==> config.mk <==
export PLATFORM = sky130hd
export DESIGN_NAME = xcvr_registered_bus
export DESIGN_NICKNAME = d
export VERILOG_FILES = /design/src/rtl/xcvr_pkg.sv /design/src/rtl/xcvr_store_reg.sv /design/src/rtl/xcvr_path_sel.sv /design/src/rtl/xcvr_registered_bus.sv
export SDC_FILE = /design/constraint.sdc
export NUM_CORES = 1
export LEC_CHECK = 0
export ABC_AREA = 1
export CAP_MARGIN = 20
export CORE_MARGIN = 2
export CORE_UTILIZATION = 44
export CTS_BUF_LIST = sky130_fd_sc_hd__clkbuf_8 sky130_fd_sc_hd__clkbuf_16
export CTS_CLUSTER_DIAMETER = 200
export CTS_CLUSTER_SIZE = 14
export DETAILED_ROUTE_END_ITERATION = 10
export GPL_TIMING_DRIVEN = 0
export HOLD_SLACK_MARGIN = 0.02
export PLACE_DENSITY = 0.79
export SLEW_MARGIN = 30
export SYNTH_ARGS = -nofsm -noshare
export SYNTH_HDL_FRONTEND = slang
export SYNTH_SLANG_ARGS = --single-unit
==> constraint.sdc <==
create_clock -name clk -period 1 [get_ports clk]
set_clock_uncertainty 0.1 [all_clocks]
set_input_delay 0.1 -clock clk [delete_from_list [all_inputs] [get_ports clk]]
set_output_delay 0.1 -clock clk [all_outputs]
set_load 0.01 [all_outputs]
==> src/rtl/xcvr_pkg.sv <==
// Shared definitions for the registered bus transceiver.
// Assumes two transfer directions, indexed A-to-B then B-to-A.
package xcvr_pkg;
    localparam int DIR_AB   = 0;
    localparam int DIR_BA   = 1;
    localparam int NUM_DIRS = 2;

    // Source choice for one direction: live input word or stored word.
    typedef enum logic {
        SEL_LIVE   = 1'b0,
        SEL_STORED = 1'b1
    } path_sel_e;
endpackage

==> src/rtl/xcvr_store_reg.sv <==
// One direction's storage register: loads its word on a clock edge when
// the capture strobe is high, otherwise keeps it. Assumes a synchronous
// active-low reset that clears the word.
module xcvr_store_reg #(
    parameter int DATA_W = 8
) (
    input  logic              clk,
    input  logic              rst_n,
    input  logic              cap_i,
    input  logic [DATA_W-1:0] d_i,
    output logic [DATA_W-1:0] q_o
);
    // Capture or hold the stored word.
    always_ff @(posedge clk) begin
        if (!rst_n) begin
            q_o <= '0;
        end else if (cap_i) begin
            q_o <= d_i;
        end
    end


    capture_load_chk: assert property (@(posedge clk) disable iff (!rst_n)
        cap_i |=> q_o == $past(d_i));


    capture_hold_chk: assert property (@(posedge clk) disable iff (!rst_n)
        !cap_i |=> $stable(q_o));


    reset_clear_chk: assert property (@(posedge clk)
        !rst_n |=> q_o == '0);
endmodule

==> src/rtl/xcvr_path_sel.sv <==
// One direction's output path: picks the live or the stored word and
// gates it with the output enable. ENABLE_LOW picks the enable polarity.
// An undriven output word is held at zero. Purely combinational.
module xcvr_path_sel
    import xcvr_pkg::*;
#(
    parameter int DATA_W     = 8,
    parameter bit ENABLE_LOW = 1'b0
) (
    input  logic [DATA_W-1:0] live_i,
    input  logic [DATA_W-1:0] stored_i,
    input  path_sel_e         sel_i,
    input  logic              en_i,
    output logic [DATA_W-1:0] out_o,
    output logic              drive_o
);
    logic [DATA_W-1:0] picked;

    // Resolve the enable polarity chosen for this direction.
    generate
        if (ENABLE_LOW) begin : g_en_low
            assign drive_o = ~en_i;
        end else begin : g_en_high
            assign drive_o = en_i;
        end
    endgenerate

    // Choose the word source, then gate it with the enable.
    always_comb begin
        picked = (sel_i == SEL_STORED) ? stored_i : live_i;
        out_o  = drive_o ? picked : '0;
    end
endmodule

==> src/rtl/xcvr_registered_bus.sv <==
// Registered bidirectional bus transceiver between buses A and B.
// Each direction has a storage register, a live/stored select and an
// output enable: active high for A-to-B, active low for B-to-A.
// Each bus is split into an input word, an output word and a drive flag.
// A register captures its bus terminal value: the driven word when the
// block drives that bus, else the external input. Live paths read the
// external input only, so no combinational loop can form.
module xcvr_registered_bus
    import xcvr_pkg::*;
#(
    parameter int DATA_W = 8
) (
    input  logic              clk,
    input  logic              rst_n,
    input  logic [DATA_W-1:0] a_in,
    output logic [DATA_W-1:0] a_out,
    output logic              a_drive,
    input  logic [DATA_W-1:0] b_in,
    output logic [DATA_W-1:0] b_out,
    output logic              b_drive,
    input  logic              cap_a,
    input  logic              cap_b,
    input  logic              sel_ab,
    input  logic              sel_ba,
    input  logic              en_ab,
    input  logic              en_ba_n
);
    // Per-direction vectors, indexed by the source bus of each direction.
    logic [DATA_W-1:0] src_in   [NUM_DIRS];
    logic [DATA_W-1:0] stored_q [NUM_DIRS];
    logic [DATA_W-1:0] dir_out  [NUM_DIRS];
    logic [DATA_W-1:0] bus_term [NUM_DIRS];
    logic              dir_drv  [NUM_DIRS];
    logic              cap_v    [NUM_DIRS];
    logic              en_v     [NUM_DIRS];
    path_sel_e         sel_v    [NUM_DIRS];

    // Gather the port controls into direction order.
    always_comb begin
        src_in[DIR_AB] = a_in;
        src_in[DIR_BA] = b_in;
        cap_v[DIR_AB]  = cap_a;
        cap_v[DIR_BA]  = cap_b;
        en_v[DIR_AB]   = en_ab;
        en_v[DIR_BA]   = en_ba_n;
        sel_v[DIR_AB]  = path_sel_e'(sel_ab);
        sel_v[DIR_BA]  = path_sel_e'(sel_ba);
    end

    // One register and one output path per direction.
    for (genvar d = 0; d < NUM_DIRS; d++) begin : g_dir
        localparam int OPP = NUM_DIRS - 1 - d;

        xcvr_store_reg #(.DATA_W(DATA_W)) u_reg (
            .clk   (clk),
            .rst_n (rst_n),
            .cap_i (cap_v[d]),
            .d_i   (bus_term[d]),
            .q_o   (stored_q[d])
        );

        xcvr_path_sel #(
            .DATA_W     (DATA_W),
            .ENABLE_LOW (d == DIR_BA)
        ) u_path (
            .live_i   (src_in[d]),
            .stored_i (stored_q[d]),
            .sel_i    (sel_v[d]),
            .en_i     (en_v[d]),
            .out_o    (dir_out[d]),
            .drive_o  (dir_drv[d])
        );

        // The terminal of bus d carries the opposite direction's word when it is driven.
        assign bus_term[d] = dir_drv[OPP] ? dir_out[OPP] : src_in[d];
    end

    // Map the direction outputs onto the bus ports.
    always_comb begin
        b_out   = dir_out[DIR_AB];
        b_drive = dir_drv[DIR_AB];
        a_out   = dir_out[DIR_BA];
        a_drive = dir_drv[DIR_BA];
    end


    isolation_chk: assert property (@(posedge clk) disable iff (!rst_n)
        (!en_ab && en_ba_n) |-> (!a_drive && !b_drive));


    stored_ab_visible_chk: assert property (@(posedge clk) disable iff (!rst_n)
        (en_ab && sel_ab && $past(cap_a) && $past(rst_n)) |-> b_out == $past(bus_term[DIR_AB]));


    stored_ba_visible_chk: assert property (@(posedge clk) disable iff (!rst_n)
        (!en_ba_n && sel_ba && $past(cap_b) && $past(rst_n)) |-> a_out == $past(bus_term[DIR_BA]));


    live_cross_chk: assert property (@(posedge clk) disable iff (!rst_n)
        (en_ab && !sel_ab && !en_ba_n && !sel_ba) |-> (a_out == b_in && b_out == a_in));
endmodule

Yosys cells after proc, flatten, opt, wreduce, memory -nomap -nowiden
Index checks and enable logic that the tools add are counted.

Memory bits (writable): 0. Latch bits: 0. Memories kept: 0. Register bits after elaboration: 16. Logic and storage cells: 9. Bits in read-only memories: 0.

$lt $le $gt $ge: 0. Bitwise gates (word level): 1. Eq/ne operators: 0. Muxes and demuxes: 6. Shifts and indexed selects: 0. Multipliers: 0. Divide/modulo/power cells: 0. Reduce and logical (&&, ||, !) cells: 0. Add/sub/neg operators: 0.

Operators by type and width (number): $mux 8 (6); $not 1->1 (1).

Longest topological paths before layout
Gate-level depths: netlist of run 1.

Depth after elaboration: 3. Gate-level depth with buffers: 5.

Hierarchy
A second synthesis of run 1 with hierarchy kept.

Cells, all modules: 241. Area total of the unflattened synthesis: 1315.0 um^2.

Modules (own cells, without submodules): xcvr_store_reg (instances 2, cells each 51, sequential area each 160.2 um^2, area each 356.6 um^2); xcvr_registered_bus (instances 1, cells each 52, sequential area each 0.0 um^2, area each 210.2 um^2); xcvr_path_sel (g_dir[0].u_path) (instances 1, cells each 44, sequential area each 0.0 um^2, area each 203.9 um^2); xcvr_path_sel (g_dir[1].u_path) (instances 1, cells each 43, sequential area each 0.0 um^2, area each 187.7 um^2).

Worst setup path after synthesis of run 1
Ideal clock, no wire load.

Path type: reg2out. Start: register g_dir[0].u_reg.q_o[0]. End: output b_out[0]. Data arrival time: 0.547 ns. Required time: 0.800 ns. Setup slack: 0.253 ns. Buffers on the path: 0. Cell stages (with the launch flop): 5. Cell sequence: dfxtp_1 > inv_1 > nand2_1 > nand3_2 > inv_1.

Longest elaborated chain between the ends: 2.

RTL lines: start: declaration (RTL line xcvr_store_reg.sv:11) `output logic [DATA_W-1:0] q_o`; start signal: assignment (RTL line xcvr_store_reg.sv:18) `q_o <= d_i;`; $mux 8 (RTL line xcvr_path_sel.sv:30) `picked = (sel_i == SEL_STORED) ? stored_i : live_i;`; $mux 8 (RTL line xcvr_path_sel.sv:31) `out_o = drive_o ? picked : '0;`; end: declaration (RTL line xcvr_registered_bus.sv:19) `output logic [DATA_W-1:0] b_out,`.

Every way passes these cells.

Worst setup path in the final report of run 1
Start: register g_dir[0].u_reg.q_o[7]. End: output b_out[7].

Same word-level chain as after synthesis.

==> run summary, run 1 <==
### Status
* **run status** finished with violations
* **failing checks** negative setup slack

### Clock network
* **clock root buffer master** sky130_fd_sc_hd__clkbuf_8
* **clk slew on worst S/H paths** 70 ps
* **clock sink count** 16
* **CTS max path bufs** 2
* **CTS tree** done
* **number of CTS-inserted buffers** 3
* **clock latency on the worst-skew pair** 250 ps
* **H-Tree Level Count** 1

### STA
* **final worst path period share** 114%
* **final hold violations** 0
* **final worst setup slack** -137 ps
* **maximum clock frequency** 880 MHz
* **Tmin final** 1140 ps
* **worst slew margin relative to its limit** 78.0%
* **Final Slew Violations** 0
* **endpoints failing setup** 24
* **setup repair after global routing missed its margin** true
* **transition time of the tightest slew-check pin** 330 ps

### Routing
* **initial DRC count** 43
* **post-detailed-routing wire length** 3670 µm
* **total via count after detailed routing** 1335
* **number of detailed-route iterations in the first pass** 4
* **DRC violation count after routing** 0
* **Final ANT Viol Nets** 0
* **detail-routed net length per standard cell** 13.7 µm
* **average via count per standard cell** 4.98

### Global route
* **number of global-route vias before repair** 1193
* **largest net degree at the start of global routing** 11
* **number of antenna violations at the first check in global routing** 0
* **global-route wire length before repair** 5420 µm
* **global-route congestion overflow total** 0
* **all-layer global routing usage** 21.9%

### Pwr
* **Cell Pwr Density** 1070 nW/µm²
* **leak pwr** 1.01 nW
* **worst vdd rail ir drop** 0.00103 V

### Worst setup path
* **source of the critical timing path** g_dir[0].u_reg.q_o[7]
* **CP startpoint kind** register
* **crit-path max FO** 2
* **data required time at the worst endpoint** 800 ps
* **Reg2Reg Launch Point** g_dir[0].u_reg.q_o[2]
* **endpoint class of the critical path** output pin
* **Critical Setup Path Class** reg -> out
* **arrival time at the worst endpoint** 940 ps

### Layout
* **number of inserted diodes** 0
* **leading registers by flop count** g_dir.u_reg.q_o x16
* **Biggest register** g_dir.u_reg.q_o
* **final standard cell utilization of the core** 74.2%
* **Area Overhead vs Synth** 58.2%
* **net count of the finished layout** 263
* **share of cells above drive strength 1** 62.6%
* **number of flip-flops in the largest register** 16
* **Cell Count, Final, Fillers Out** 268

### Synthesis
* **Synthesized Nets** 196
* **synth unique cells** 14
* **primary flip-flop cell chosen by synthesis mapping** sky130_fd_sc_hd__dfxtp_1
* **share of the synthesized area in the top cell type** 27.1%
* **Mapped Avg Cell Area** 6.87 µm²
* **commonest cells in the netlist** sky130_fd_sc_hd__inv_1 (48), sky130_fd_sc_hd__a21oi_1 (32)
* **Post-synth EDFFs** 0
* **number of flip-flops and latches in the synthesized netlist** 16
* **post-synthesis instance area** 1180 µm²
* **cell taking the most area after synthesis** sky130_fd_sc_hd__dfxtp_1
* **share of the yosys chip area belonging to registers** 27.1%
* **dominant cells by area after synthesis** sky130_fd_sc_hd__dfxtp_1 (27%), sky130_fd_sc_hd__inv_1 (15%), sky130_fd_sc_hd__a21oi_1 (14%)
* **Cells after Synth** 172
* **count leader, synth** sky130_fd_sc_hd__inv_1
* **YS warnings** 0
* **async set or reset register ratio after synthesis** 0%

### Worst hold path
* **type of the most critical hold path** in -> reg
* **start point of the worst hold path** en_ab

### Floorplan
* **CORE AREA** 2520 µm²
* **starting density of the core** 46.9%
* **chip width** 55.8 µm
* **Cell Rows** 18
* **number of top-level pins** 42
* **die extent in y** 55.8 µm
* **die footprint** 3120 µm²

### Placed design
* **dpl cells** 239
* **buffers added on ports** 37
* **half-perimeter wire length of the detailed placement result** 2360 µm
* **routability cong.** 0.789

### Flow run
* **reported max-cap violation count** 0

[stage by stage]
stage               setup TNS, ps  instance area [µm²]  power [mW]  hold WS, ps  setup WS [ps]
CTS                         -1840                 1720        1.89         69.2           -132
floorplan                       0                 1180        1.03          138            253
finish                      -1940                 1870        2.00         76.6           -137
global route                -3030                 1870        2.10         89.0           -204
detailed placement         -14100                 1590        1.28          329           -570
global placement           -13710                 1590        1.26          325           -556
[cell usage in the layout, fill, tap and decap left out, types with 9 or more instances in the layout]
cell type / count
sky130_fd_sc_hd__a21oi_1: 23
sky130_fd_sc_hd__a21oi_2: 9
sky130_fd_sc_hd__buf_2: 9
sky130_fd_sc_hd__buf_4: 22
sky130_fd_sc_hd__buf_6: 16
sky130_fd_sc_hd__dfxtp_2: 16
sky130_fd_sc_hd__dlygate4sd2_1: 20
sky130_fd_sc_hd__inv_1: 25
sky130_fd_sc_hd__inv_2: 26
sky130_fd_sc_hd__nand2_2: 26
sky130_fd_sc_hd__nand3_2: 16
sky130_fd_sc_hd__o21ai_0: 16
[layer usage]
metal / up-vias / share of wire, % / global-route usage (%)
met3: 6 / 5.9 / 3.49
met4: 0 / 0.90 / 8.16
met1: 624 / 41 / 28.0
met5: - / 0 / 0
met2: 46 / 52 / 37.1
li1: 659 / - / -
[power by group]
| group | internal (mW) | leakage (nW) | switching, mW | total (mW) |
|---|---|---|---|---|
| logic | 0.322 | 0.843 | 0.356 | 0.679 |
| clock network | 0.350 | 0.0288 | 0.240 | 0.590 |
| registers | 0.696 | 0.138 | 0.0304 | 0.726 |
[cell families after synthesis]
family                 count (synthesis)  synth area share, %
and+or+nand+nor                       48                 27.9
AOI/OAI and AO/OA                     48                 20.3
buffers and inverters                 60                 24.7
DFF                                   16                 27.1
[repair_timing]
| action | 4_1_cts | 5_1_grt |
|---|---|---|
| cloned | 0 | 0 |
| endpoints found under the setup margin | 33 | 20 |
| resized for setup | 115 | 40 |
| endpoints found under the hold margin | 0 | 0 |
| setup buffers | 20 | 8 |
| pin swaps | 17 | 2 |
| hold buffers | 0 | 0 |
[final timing paths]
| path | slack [ps] | endpoint | depth (start not counted) |
|---|---|---|---|
| setup / recovery | -140 | b_out[7] | 5 |
| hold / removal | 80 | g_dir[1].u_reg.q_o[0] | 3 |
| setup reg to reg | -40 | g_dir[1].u_reg.q_o[2] | 6 |
| hold reg to reg | 430 | g_dir[0].u_reg.q_o[6] | 2 |
[layout make-up]
type	count	area (µm²)
Clock buffer	4	55.1
Fill cell	202	652
Tap cell	30	37.5
Multi-Input combinational cell	96	634
Timing Repair Buffer	62	512
Inverter	54	228
Sequential cell	16	340
Buffer	6	63.8
[worst max-delay path: stages (launching register included)]
cell and delay (ps):
sky130_fd_sc_hd__dfxtp_2 330, sky130_fd_sc_hd__inv_2 30, sky130_fd_sc_hd__nand2_2 60, sky130_fd_sc_hd__nand3_2 80, sky130_fd_sc_hd__inv_1 60, sky130_fd_sc_hd__buf_2 120
(Power assumes the default switching activity.)
==> run 2, diff against run 1 <==
--- a/config.mk
+++ b/config.mk
@@ -6,7 +6,7 @@
 export NUM_CORES = 1
 export LEC_CHECK = 0
 export ABC_AREA = 1
-export CAP_MARGIN = 20
+export CAP_MARGIN = 15
 export CORE_MARGIN = 2
 export CORE_UTILIZATION = 44
 export CTS_BUF_LIST = sky130_fd_sc_hd__clkbuf_8 sky130_fd_sc_hd__clkbuf_16
==> results of run 2 <==
Same layout as run 1: the final DEF is identical, and so are final timing and power.
==> run 3, diff against run 2 <==
--- a/config.mk
+++ b/config.mk
@@ -7,7 +7,6 @@
 export LEC_CHECK = 0
 export ABC_AREA = 1
 export CAP_MARGIN = 15
-export CORE_MARGIN = 2
 export CORE_UTILIZATION = 44
 export CTS_BUF_LIST = sky130_fd_sc_hd__clkbuf_8 sky130_fd_sc_hd__clkbuf_16
 export CTS_CLUSTER_DIAMETER = 200
@@ -20,3 +19,4 @@
 export SYNTH_ARGS = -nofsm -noshare
 export SYNTH_HDL_FRONTEND = slang
 export SYNTH_SLANG_ARGS = --single-unit
+export TNS_END_PERCENT = 10
==> run 3 against run 2 <==
Against the previous run: the run still ends with negative setup slack left; critical path depth is the same; global-route usage increased by 2.5 points; routed wire length is 7.3% lower; sequential share of layout area is 0.99 points higher; critical path type unchanged.
==> run summary, run 3 (same netlist as run 1, synthesis figures left out) <==
### Status
* **run status** finished with violations
* **failing checks** negative setup slack

### Floorplan
* **starting density of the core** 47.3%, +0.42 points
* **chip width** 53.8 µm, -3.6%
* **die extent in y** 53.8 µm, -3.6%
* **Cell Rows** 18, unchanged
* **number of top-level pins** 42, unchanged
* **die footprint** 2900 µm², -7.0%
* **CORE AREA** 2500 µm², -0.89%

### Placed design
* **buffers added on ports** 37, unchanged
* **half-perimeter wire length of the detailed placement result** 2350 µm, -0.15%
* **routability cong.** 0.802, +1.6%
* **Area after DPL** 1590 µm², unchanged
* **worst setup slack before clock tree synthesis** -575 ps, -4.37 ps

### STA
* **Worst Hold Slack** 64.5 ps, -12.1 ps
* **setup repair after global routing missed its margin** true
* **worst slew margin relative to its limit** 77.0%, -0.99 points
* **sum of negative setup slack** -1590 ps, +346 ps
* **maximum clock frequency** 896 MHz, +1.8%
* **final hold violations** 0, unchanged
* **endpoints failing setup** 18, -25%
* **Tmin final** 1120 ps, -20.5 ps
* **final worst setup slack** -116 ps, +20.5 ps
* **Final Slew Violations** 0, unchanged
* **transition time of the tightest slew-check pin** 344 ps, +14.8 ps
* **final worst path period share** 112%, -2.0 points

### Worst setup path
* **endpoint class of the critical path** output pin
* **crit path buf inv count** 3, unchanged
* **Slowest Stage Delay on Critical Path** 330 ps, about the same
* **crit-path max FO** 2, unchanged
* **Worst path top cell family by delay** flip-flops
* **Critical Setup Path Class** reg -> out
* **data required time at the worst endpoint** 800 ps, about the same
* **series of cell instances along the critical path** inv_1 -> nand2_1 -> nand3_2 -> inv_2 -> buf_6
* **cell with the largest stage delay on the worst path** sky130_fd_sc_hd__dfxtp_2
* **CP startpoint kind** register
* **arrival time at the worst endpoint** 920 ps, -20 ps

### Layout
* **most common cell after layout, fill and taps aside** sky130_fd_sc_hd__a21oi_1
* **leading registers by flop count** g_dir.u_reg.q_o x16
* **number of inserted diodes** 0, unchanged
* **net count of the finished layout** 253, -3.8%
* **Biggest register** g_dir.u_reg.q_o
* **final standard cell utilization of the core** 71.0%, -3.2 points
* **Filler Cell Count** 206, +2.0%
* **Area Overhead vs Synth** 50.1%
* **Design Area, Final** 1770 µm², -5.2%
* **share of cells above drive strength 1** 58.3%, -4.3 points
* **number of flip-flops in the largest register** 16, unchanged
* **commonest cells after routing, fill and taps aside** sky130_fd_sc_hd__a21oi_1 (30), sky130_fd_sc_hd__inv_2 (27), sky130_fd_sc_hd__nand2_2 (26)

### Routing
* **DRC violation count after routing** 0, unchanged
* **detail-routed net length per standard cell** 13.2 µm, -3.7%
* **number of detailed-route iterations in the first pass** 4, unchanged
* **total via count after detailed routing** 1306, -2.2%
* **average via count per standard cell** 5.06, +1.6%
* **Final ANT Viol Nets** 0, unchanged
* **post-detailed-routing wire length** 3400 µm, -7.3%
* **initial DRC count** 33, -23%

### Clock network
* **number of CTS-inserted buffers** 3, unchanged
* **H-Tree Level Count** 1, unchanged
* **clock sink count** 16, unchanged
* **clk slew on worst S/H paths** 70 ps, about the same
* **clock latency on the worst-skew pair** 250 ps, about the same
* **CTS tree** done
* **CTS max path bufs** 2, unchanged
* **clock root buffer master** sky130_fd_sc_hd__clkbuf_8

### Global route
* **global-route wire length before repair** 5050 µm, -6.9%
* **all-layer global routing usage** 24.4%, +2.5 points
* **largest net degree at the start of global routing** 11, unchanged
* **global-route congestion overflow total** 0, unchanged
* **number of global-route vias before repair** 1104, -7.5%
* **number of antenna violations at the first check in global routing** 0, unchanged

### Pwr
* **worst vdd rail ir drop** 0.00103 V, -0.53%
* **Cell Pwr Density** 1090 nW/µm², +2.2%
* **leak pwr** 0.959 nW, -5.0%

### Flow run
* **reported max-cap violation count** 0, unchanged

### Worst hold path
* **type of the most critical hold path** in -> reg

## run 3: report_power, final
part	internal (mW)	switching [mW]	total, mW
Sequential	0.695	0.0291	0.724
Clock	0.349	0.240	0.589
Combinational	0.288	0.332	0.620
Total	1.33	0.601	1.93
## run 3: area by class of cell
class	count	area, µm²	share of cell area, %
Inverter	54	228	12.8
Tap cell	30	37.5	2.12
Sequential cell	16	340	19.2
Timing Repair Buffer	52	434	24.5
Clock buffer	4	55.1	3.10
Multi-Input combinational cell	96	616	34.7
Buffer	6	63.8	3.60
## run 3: path summary, 6_finish.rpt
path	slack, ps	cells past startpoint	to	start
setup / recovery	-120	5	a_out[3]	g_dir[1].u_reg.q_o[3]
hold / removal	60	3	g_dir[1].u_reg.q_o[4]	en_ab
setup reg to reg	-10	6	g_dir[1].u_reg.q_o[2]	g_dir[0].u_reg.q_o[2]
hold reg to reg	430	2	g_dir[1].u_reg.q_o[6]	g_dir[1].u_reg.q_o[6]
## run 3: repair_timing
item / CTS / global route
resized for setup: 115 / 33
hold buffers: 0 / 0
hold endpoints to repair: 0 / 0
setup endpoints to repair: 33 / 17
pin swaps: 16 / 0
setup buffers: 8 / 7
## run 3: worst reg2reg max path: stages, from the launching register on
cell,delay [ps]
sky130_fd_sc_hd__dfxtp_2,340
sky130_fd_sc_hd__inv_2,40
sky130_fd_sc_hd__nand2_2,50
sky130_fd_sc_hd__nand3_2,80
sky130_fd_sc_hd__buf_4,140
sky130_fd_sc_hd__buf_4,120
sky130_fd_sc_hd__a21oi_2,90
## run 3: per-layer routing
metal / vias to the layer above / GRT usage [%] / share of wire, %
met4: 0 / 5.26 / 0.73
met5: - / 0 / 0
met3: 4 / 2.54 / 6.4
li1: 641 / - / -
met2: 56 / 44.7 / 52
met1: 605 / 30.3 / 41
## run 3: through the flow
| stage | total power, mW | cells |
|---|---|---|
| after floorplan | 1.03 | 172 |
| after detailed placement | 1.28 | 239 |
| after CTS | 1.84 | 251 |
| after global routing | 2.02 | 258 |
| final | 1.93 | 258 |
| after global placement | 1.26 | 239 |
